**src/rtl/sched_pkg.sv**
```systemverilog
package sched_pkg;
  parameter int unsigned IDX_W  = 7;
  parameter int unsigned STRM_W = 5;
  localparam int unsigned ENT_W = IDX_W + 2 * STRM_W;

  typedef struct packed {
    logic [IDX_W-1:0]  nxt;
    logic [STRM_W-1:0] sb;
    logic [STRM_W-1:0] sa;
  } slot_t;
endpackage

```
**src/rtl/sched_store.sv**
```systemverilog
module sched_store
  import sched_pkg::*;
(
  input  logic             clk,
  input  logic             rst_n,
  input  logic             wr_en,
  input  logic [IDX_W-1:0] wr_addr,
  input  slot_t            wr_data,
  input  logic             rd_en,
  input  logic [IDX_W-1:0] rd_addr,
  output slot_t            q,
  output logic             q_vld
);
  localparam int unsigned DEPTH = 1 << IDX_W;

  slot_t mem [DEPTH];
  slot_t q_r, q_d;
  logic  vld_r, vld_d;

  // storage array, no reset
  always_ff @(posedge clk) begin
    if (wr_en) mem[wr_addr] <= wr_data;
  end

  always_comb begin
    q_d   = q_r;
    vld_d = rd_en;
    if (rd_en) q_d = mem[rd_addr];
  end

  always_ff @(posedge clk or negedge rst_n) begin
    if (!rst_n) begin
      q_r   <= '0;
      vld_r <= 1'b0;
    end else begin
      q_r   <= q_d;
      vld_r <= vld_d;
    end
  end

  assign q     = q_r;
  assign q_vld = vld_r;
endmodule

```
**src/rtl/sched_ctrl.sv**
```systemverilog
module sched_ctrl
  import sched_pkg::*;
(
  input  logic             clk,
  input  logic             rst_n,
  input  logic             run,
  input  logic [IDX_W-1:0] start_idx,
  input  logic [IDX_W-1:0] link,
  output logic             rd_en,
  output logic [IDX_W-1:0] rd_addr,
  output logic [IDX_W-1:0] cur_idx
);
  logic             active_q, active_d;
  logic             first_q, first_d;
  logic [IDX_W-1:0] ptr_q, ptr_d;

  assign rd_en   = run && active_q;
  assign rd_addr = first_q ? ptr_q : link;
  assign cur_idx = ptr_q;

  always_comb begin
    active_d = active_q;
    first_d  = first_q;
    ptr_d    = ptr_q;
    if (!run) begin
      active_d = 1'b0;
      first_d  = 1'b0;
    end else if (!active_q) begin
      active_d = 1'b1;
      first_d  = 1'b1;
      ptr_d    = start_idx;
    end else begin
      first_d  = 1'b0;
      ptr_d    = rd_addr;
    end
  end

  always_ff @(posedge clk or negedge rst_n) begin
    if (!rst_n) begin
      active_q <= 1'b0;
      first_q  <= 1'b0;
      ptr_q    <= '0;
    end else begin
      active_q <= active_d;
      first_q  <= first_d;
      ptr_q    <= ptr_d;
    end
  end

  // an idle-to-run edge arms the pointer at the start slot
  p_arm_start_r3: assert property (@(posedge clk) disable iff (!rst_n)
    (run && !active_q) |=> (active_q && first_q && ptr_q == $past(start_idx)));
endmodule

```
**src/rtl/sched_seq.sv**
```systemverilog
module sched_seq
  import sched_pkg::*;
(
  input  logic              clk,
  input  logic              rst_n,
  input  logic              run,
  input  logic [IDX_W-1:0]  start_idx,
  input  logic              ld_we,
  input  logic [IDX_W-1:0]  ld_addr,
  input  logic [ENT_W-1:0]  ld_data,
  output logic [STRM_W-1:0] strm_a,
  output logic [STRM_W-1:0] strm_b,
  output logic              strm_vld
);
  logic [1:0]       rs_q;
  logic             rst_i;
  logic             rd_en;
  logic [IDX_W-1:0] rd_addr;
  logic [IDX_W-1:0] cur_idx;
  logic             wr_ok;
  slot_t            q;
  logic             q_vld;

  // reset: asserted at once, released after two clock edges
  always_ff @(posedge clk or negedge rst_n) begin
    if (!rst_n) rs_q <= 2'b00;
    else        rs_q <= {rs_q[0], 1'b1};
  end
  assign rst_i = rs_q[1];

  assign wr_ok = ld_we && !run;

  sched_ctrl u_ctrl (
    .clk(clk), .rst_n(rst_i), .run(run), .start_idx(start_idx),
    .link(q.nxt), .rd_en(rd_en), .rd_addr(rd_addr), .cur_idx(cur_idx)
  );

  sched_store u_store (
    .clk(clk), .rst_n(rst_i), .wr_en(wr_ok), .wr_addr(ld_addr),
    .wr_data(slot_t'(ld_data)), .rd_en(rd_en), .rd_addr(rd_addr),
    .q(q), .q_vld(q_vld)
  );

  assign strm_a   = q.sa;
  assign strm_b   = q.sb;
  assign strm_vld = q_vld;

  // back-to-back slots follow the stored link
  p_follow_link_r4: assert property (@(posedge clk) disable iff (!rst_i)
    (strm_vld && $past(strm_vld)) |-> (cur_idx == $past(q.nxt)));

  // a self-linked slot holds its pair while running
  p_self_hold_r5: assert property (@(posedge clk) disable iff (!rst_i)
    (strm_vld && run && q.nxt == cur_idx) |=> (strm_vld && $stable(strm_a) && $stable(strm_b)));

  // halting drops valid one edge later
  p_halt_r8: assert property (@(posedge clk) disable iff (!rst_i)
    !run |=> !strm_vld);
endmodule

```
**config.mk**
```make
export PLATFORM = sky130hd
export DESIGN_NAME = sched_seq
export DESIGN_NICKNAME = d
export VERILOG_FILES = /design/src/rtl/sched_pkg.sv /design/src/rtl/sched_store.sv /design/src/rtl/sched_ctrl.sv /design/src/rtl/sched_seq.sv
export SDC_FILE = /design/constraint.sdc
export NUM_CORES = 2
export LEC_CHECK = 0
export ABC_AREA = 0
export ABC_CLOCK_PERIOD_IN_PS = 900
export BUFFER_PORTS_ARGS = -buffer_cell sky130_fd_sc_hd__buf_4
export CAP_MARGIN = 15
export CORE_UTILIZATION = 40
export DETAILED_ROUTE_END_ITERATION = 10
export PLACE_DENSITY = 0.61
export SYNTH_ARGS = -nofsm -noshare
export SYNTH_HDL_FRONTEND = slang
export SYNTH_SLANG_ARGS = --single-unit
```
**constraint.sdc**
```tcl
create_clock -name clk -period 0.9 [get_ports clk]
set_input_delay 0.045 -clock clk [delete_from_list [all_inputs] [get_ports clk]]
set_output_delay 0.045 -clock clk [all_outputs]
set_load 0.01 [all_outputs]
```
==> insert_results.sql <==
INSERT INTO impl_metrics (metric_group, metric, value, unit) VALUES
('clocking', 'tritoncts_clock_tree', 'built', ''),
('placed_design', 'pre_cts_slack', '-3.100', 'ns'),
('yosys', 'postSynthRegisterBits', '2205', ''),
('global_route', 'grt_util_all_layers', '23.07', '%'),
('timing', 'worst-slew-pin-transition', '0.8831', 'ns'),
('die', 'fp.dieH', '464.1', 'um'),
('yosys', 'ys.warnings.count', '0', ''),
('routing', 'route.detailed.drc', '0', ''),
('timing', 'layout_worst_path_cycle_share', '363.3', '%'),
('clocking', 'cts_sinks', '2205', ''),
('yosys', 'part_of_the_yosys_area_used_for_sequential_elements', '77.34', '%'),
('timing', 'timing.hold.ws', '-0.1594', 'ns'),
('cells_and_area', 'drive_above_1_share', '32.26', '%'),
('job', 'max_cap_viol', '0', ''),
('power', 'design_power_total', '294900', 'uW'),
('die', 'fp.coreArea', '0.2121', 'mm^2'),
('cells_and_area', 'post-route-cell-area', '0.1085', 'mm^2'),
('global_route', 'vias_in_the_first_global_route', '48830', ''),
('setup_path', 'timing.setup.critical_path_class', 'reg2reg', ''),
('die', 'floorplan.initialDensity', '40.28', '%'),
('timing', 'max_freq', '305.9', 'MHz'),
('timing', 'clock-skew-final', '0.06666', 'ns'),
('routing', 'via_count', '50280', ''),
('routing', 'drtIter0Drc', '5907', ''),
('setup_path', 'endpoint_kind', 'register', ''),
('cells_and_area', 'final.fill_count', '16830', ''),
('yosys', 'synth-edff-count', '2176', ''),
('global_route', 'largest_net_degree_at_the_start_of_global_routing', '92', ''),
('placed_design', 'placed_wire_length_estimate_after_detailed_placement', '161300', 'um'),
('timing', 'finalHoldViolCount', '82', ''),
('yosys', 'synthesis.area_per_instance', '17.87', 'um^2'),
('placed_design', 'count_of_port_buffers_added_during_placement', '45', ''),
('placed_design', 'place_area', '0.09776', 'mm^2'),
('cells_and_area', 'regArea', '0.06608', 'mm^2'),
('routing', 'detail_routed_via_count_per_cell', '5.822', ''),
('die', 'ios', '46', ''),
('status', 'run_status', 'finished with violations', ''),
('die', 'fp.dieW', '464.1', 'um'),
('timing', 'final-max-slew-violation-count', '0', ''),
('setup_path', 'cp_data_arrival_time', '4.01', 'ns'),
('clocking', 'worstSkewPairLatency', '0.88', 'ns'),
('timing', 'worst_case_headroom_to_the_max_slew_limit', '40.67', '%'),
('global_route', 'globalRoute.totalOverflow', '0', ''),
('routing', 'route.detailed.wl_per_inst', '29.38', 'um'),
('yosys', 'syn-num-nets', '4815', ''),
('status', 'failed_checks', 'negative hold slack, negative setup slack', ''),
('cells_and_area', 'syn2layout_area_growth', '27.07', '%'),
('yosys', 'yosysUniqueCellTypes', '59', ''),
('clocking', 'cts-root-to-sink-buffers', '3', ''),
('yosys', 'syn-cell-area', '0.08542', 'mm^2'),
('die', 'floorplan.rows', '169', ''),
('power', 'max-vdd-ir-drop', '2.089', 'mV'),
('timing', 'rsz0062_at_grt', 'true', ''),
('placed_design', 'place.gp.congestion', '0.9469', ''),
('clocking', 'worst_setup_hold_path_clk_slew', '0.06', 'ns'),
('global_route', 'initial_antenna_violation_count', '5', ''),
('setup_path', 'crit_fanout', '9', ''),
('setup_path', 'crit_path_start_kind', 'register', ''),
('power', 'p_leak', '0.03535', 'uW'),
('yosys', 'asyncSetResetFlopFracSynth', '1.315', '%'),
('cells_and_area', 'area_of_combinational_cells_with_multiple_inputs', '0.02070', 'mm^2'),
('global_route', 'grt_first_pass_wirelength', '357300', 'um'),
('routing', 'first_pass_iters', '5', ''),
('worst_hold_path', 'hold_path.class', 'in2reg', ''),
('clocking', 'clockRootBuffer', 'sky130_fd_sc_hd__clkbuf_16', ''),
('power', 'powerDensity', '2717', 'mW/mm^2'),
('routing', 'detail_route.wirelength', '253700', 'um'),
('clocking', 'cts-buffers-inserted', '215', ''),
('timing', 'setup_ws', '-2.369', 'ns'),
('clocking', 'cts_htree_levels', '4', ''),
('yosys', 'yosys_most_used_dff', 'sky130_fd_sc_hd__edfxtp_1', ''),
('routing', 'ant_nets', '0', ''),
('timing', 'final.min_clock_period', '3.269', 'ns'),
('cells_and_area', 'layout.nets', '5663', ''),
('setup_path', 'crit_required', '1.64', 'ns'),
('die', 'dieArea', '0.2154', 'mm^2'),
('timing', 'finalSetupViolCount', '174', ''),
('yosys', 'synth_cells', '4780', '');
Yosys cell counts (31+ instances only):
master | number | area, um^2
sky130_fd_sc_hd__buf_1 | 39 | 146.4
sky130_fd_sc_hd__a22oi_1 | 40 | 300.3
sky130_fd_sc_hd__nand3_1 | 128 | 640.6
sky130_fd_sc_hd__mux2i_1 | 147 | 1471
sky130_fd_sc_hd__buf_2 | 79 | 395.4
sky130_fd_sc_hd__nor3_1 | 72 | 360.4
sky130_fd_sc_hd__o22ai_1 | 59 | 369.1
sky130_fd_sc_hd__mux4_2 | 308 | 6937
sky130_fd_sc_hd__a211oi_1 | 44 | 330.3
sky130_fd_sc_hd__nand2_1 | 641 | 2406
sky130_fd_sc_hd__nor2_1 | 197 | 739.5
sky130_fd_sc_hd__a21oi_1 | 223 | 1116
sky130_fd_sc_hd__clkbuf_1 | 139 | 521.8
sky130_fd_sc_hd__a32oi_1 | 33 | 289.0
sky130_fd_sc_hd__buf_4 | 31 | 232.7
sky130_fd_sc_hd__a2111oi_0 | 75 | 656.9
sky130_fd_sc_hd__o21ai_0 | 49 | 245.2
sky130_fd_sc_hd__edfxtp_1 | 2176 | 65340
sequential cells by signal, summed over array words and instances, names as in the netlist:
| register | cells |
|---|---|
| u_store.q | 17 |
| u_ctrl.active_q | 1 |
| rs_q | 2 |
| u_store.q_vld | 1 |
| u_ctrl.first_q | 1 |
| u_store.mem | 2176 |
| u_ctrl.cur_idx | 7 |
repair_timing:
action / CTS / global route
cloned: 9 / 8
setup endpoints to repair: 425 / 1038
gates resized for setup: 272 / 209
endpoints found under the hold margin: 2565 / 146
setup buffers: 41 / 46
pin swaps: 21 / 40
hold buffers: 35 / 1
cell usage in the layout, fill, tap and decap left out, types with 51 or more instances in the layout:
cell type,synthesis,routed
sky130_fd_sc_hd__nor2_4,0,117
sky130_fd_sc_hd__mux2i_1,147,137
sky130_fd_sc_hd__nand3_1,128,109
sky130_fd_sc_hd__nand2_1,641,631
sky130_fd_sc_hd__buf_6,7,61
sky130_fd_sc_hd__edfxtp_1,2176,2176
sky130_fd_sc_hd__o22ai_1,59,52
sky130_fd_sc_hd__buf_12,1,257
sky130_fd_sc_hd__buf_4,31,532
sky130_fd_sc_hd__mux4_2,308,308
sky130_fd_sc_hd__a21oi_1,223,209
sky130_fd_sc_hd__clkbuf_16,0,226
sky130_fd_sc_hd__clkinv_1,0,51
sky130_fd_sc_hd__nor2_1,197,69
stage by stage:
stage                     cells  utilization [%]  setup TNS (ns)
after floorplan            4780                -        -1567.86
after global placement     8099            46.09        -1930.42
after detailed placement   8099            46.09        -1955.39
after CTS                  8582            50.43         -345.72
after global routing       8633            51.18          -64.36
final                      8636            51.18          -63.48
path summary, 6_finish.rpt:
kind	startpoint	endpoint	slack, ns	depth (start not counted)
max	u_ctrl.first_q	u_store.q[12]	-2.37	10
min	run	u_store.q_vld	-0.16	5
max reg2reg	u_ctrl.first_q	u_store.q[12]	-2.37	10
min reg2reg	rs_q[1]	u_store.q_vld	0.21	1
max in group asynchronous	rst_n	rs_q[1]	0.20	4
min in group asynchronous	rs_q[1]	u_store.q_vld	0.21	1
layout make-up:
type,instances,area share [%]
Antenna cell,3,0.006916
Clock buffer,268,5.199
Clock inverter,133,1.215
Inverter,11,0.03804
Multi-Input combinational cell,2266,19.07
Sequential cell,2205,60.87
Tap cell,2821,3.252
Timing Repair Buffer,929,10.35
per-layer routing:
layer	GRT usage, %	share of wire (%)
met5	0	0.0051
met2	35.98	47
met3	3.716	8.1
met1	31.94	40
met4	10.35	4.7
report_power, final:
group,switching (uW),internal (uW)
Combinational,50700,40600
Sequential,795,113000
Clock,39500,49900
kinds of logic (layout without fill, tap and decap cells):
kind of cell	count (synthesis)	in the layout	synth area share (%)
other cells	1	4	0.004390
mux	473	473	10.15
buf+inv	309	1341	1.717
compound gates	656	656	5.172
simple gates	1136	1136	5.610
flops	2205	2205	77.34
critical path: stages (launching register included):
cell and delay, ns:
sky130_fd_sc_hd__dfrtp_2 0.45, sky130_fd_sc_hd__buf_8 0.16, sky130_fd_sc_hd__mux2_4 0.37, sky130_fd_sc_hd__buf_4 0.17
sky130_fd_sc_hd__buf_6 0.15, sky130_fd_sc_hd__mux4_2 0.35, sky130_fd_sc_hd__and3_4 0.21, sky130_fd_sc_hd__a41oi_2 0.14
sky130_fd_sc_hd__nand4_1 0.52, sky130_fd_sc_hd__nor3_4 0.46, sky130_fd_sc_hd__nand3_1 0.13
No activity file was read; power rests on OpenSTA's default activity.
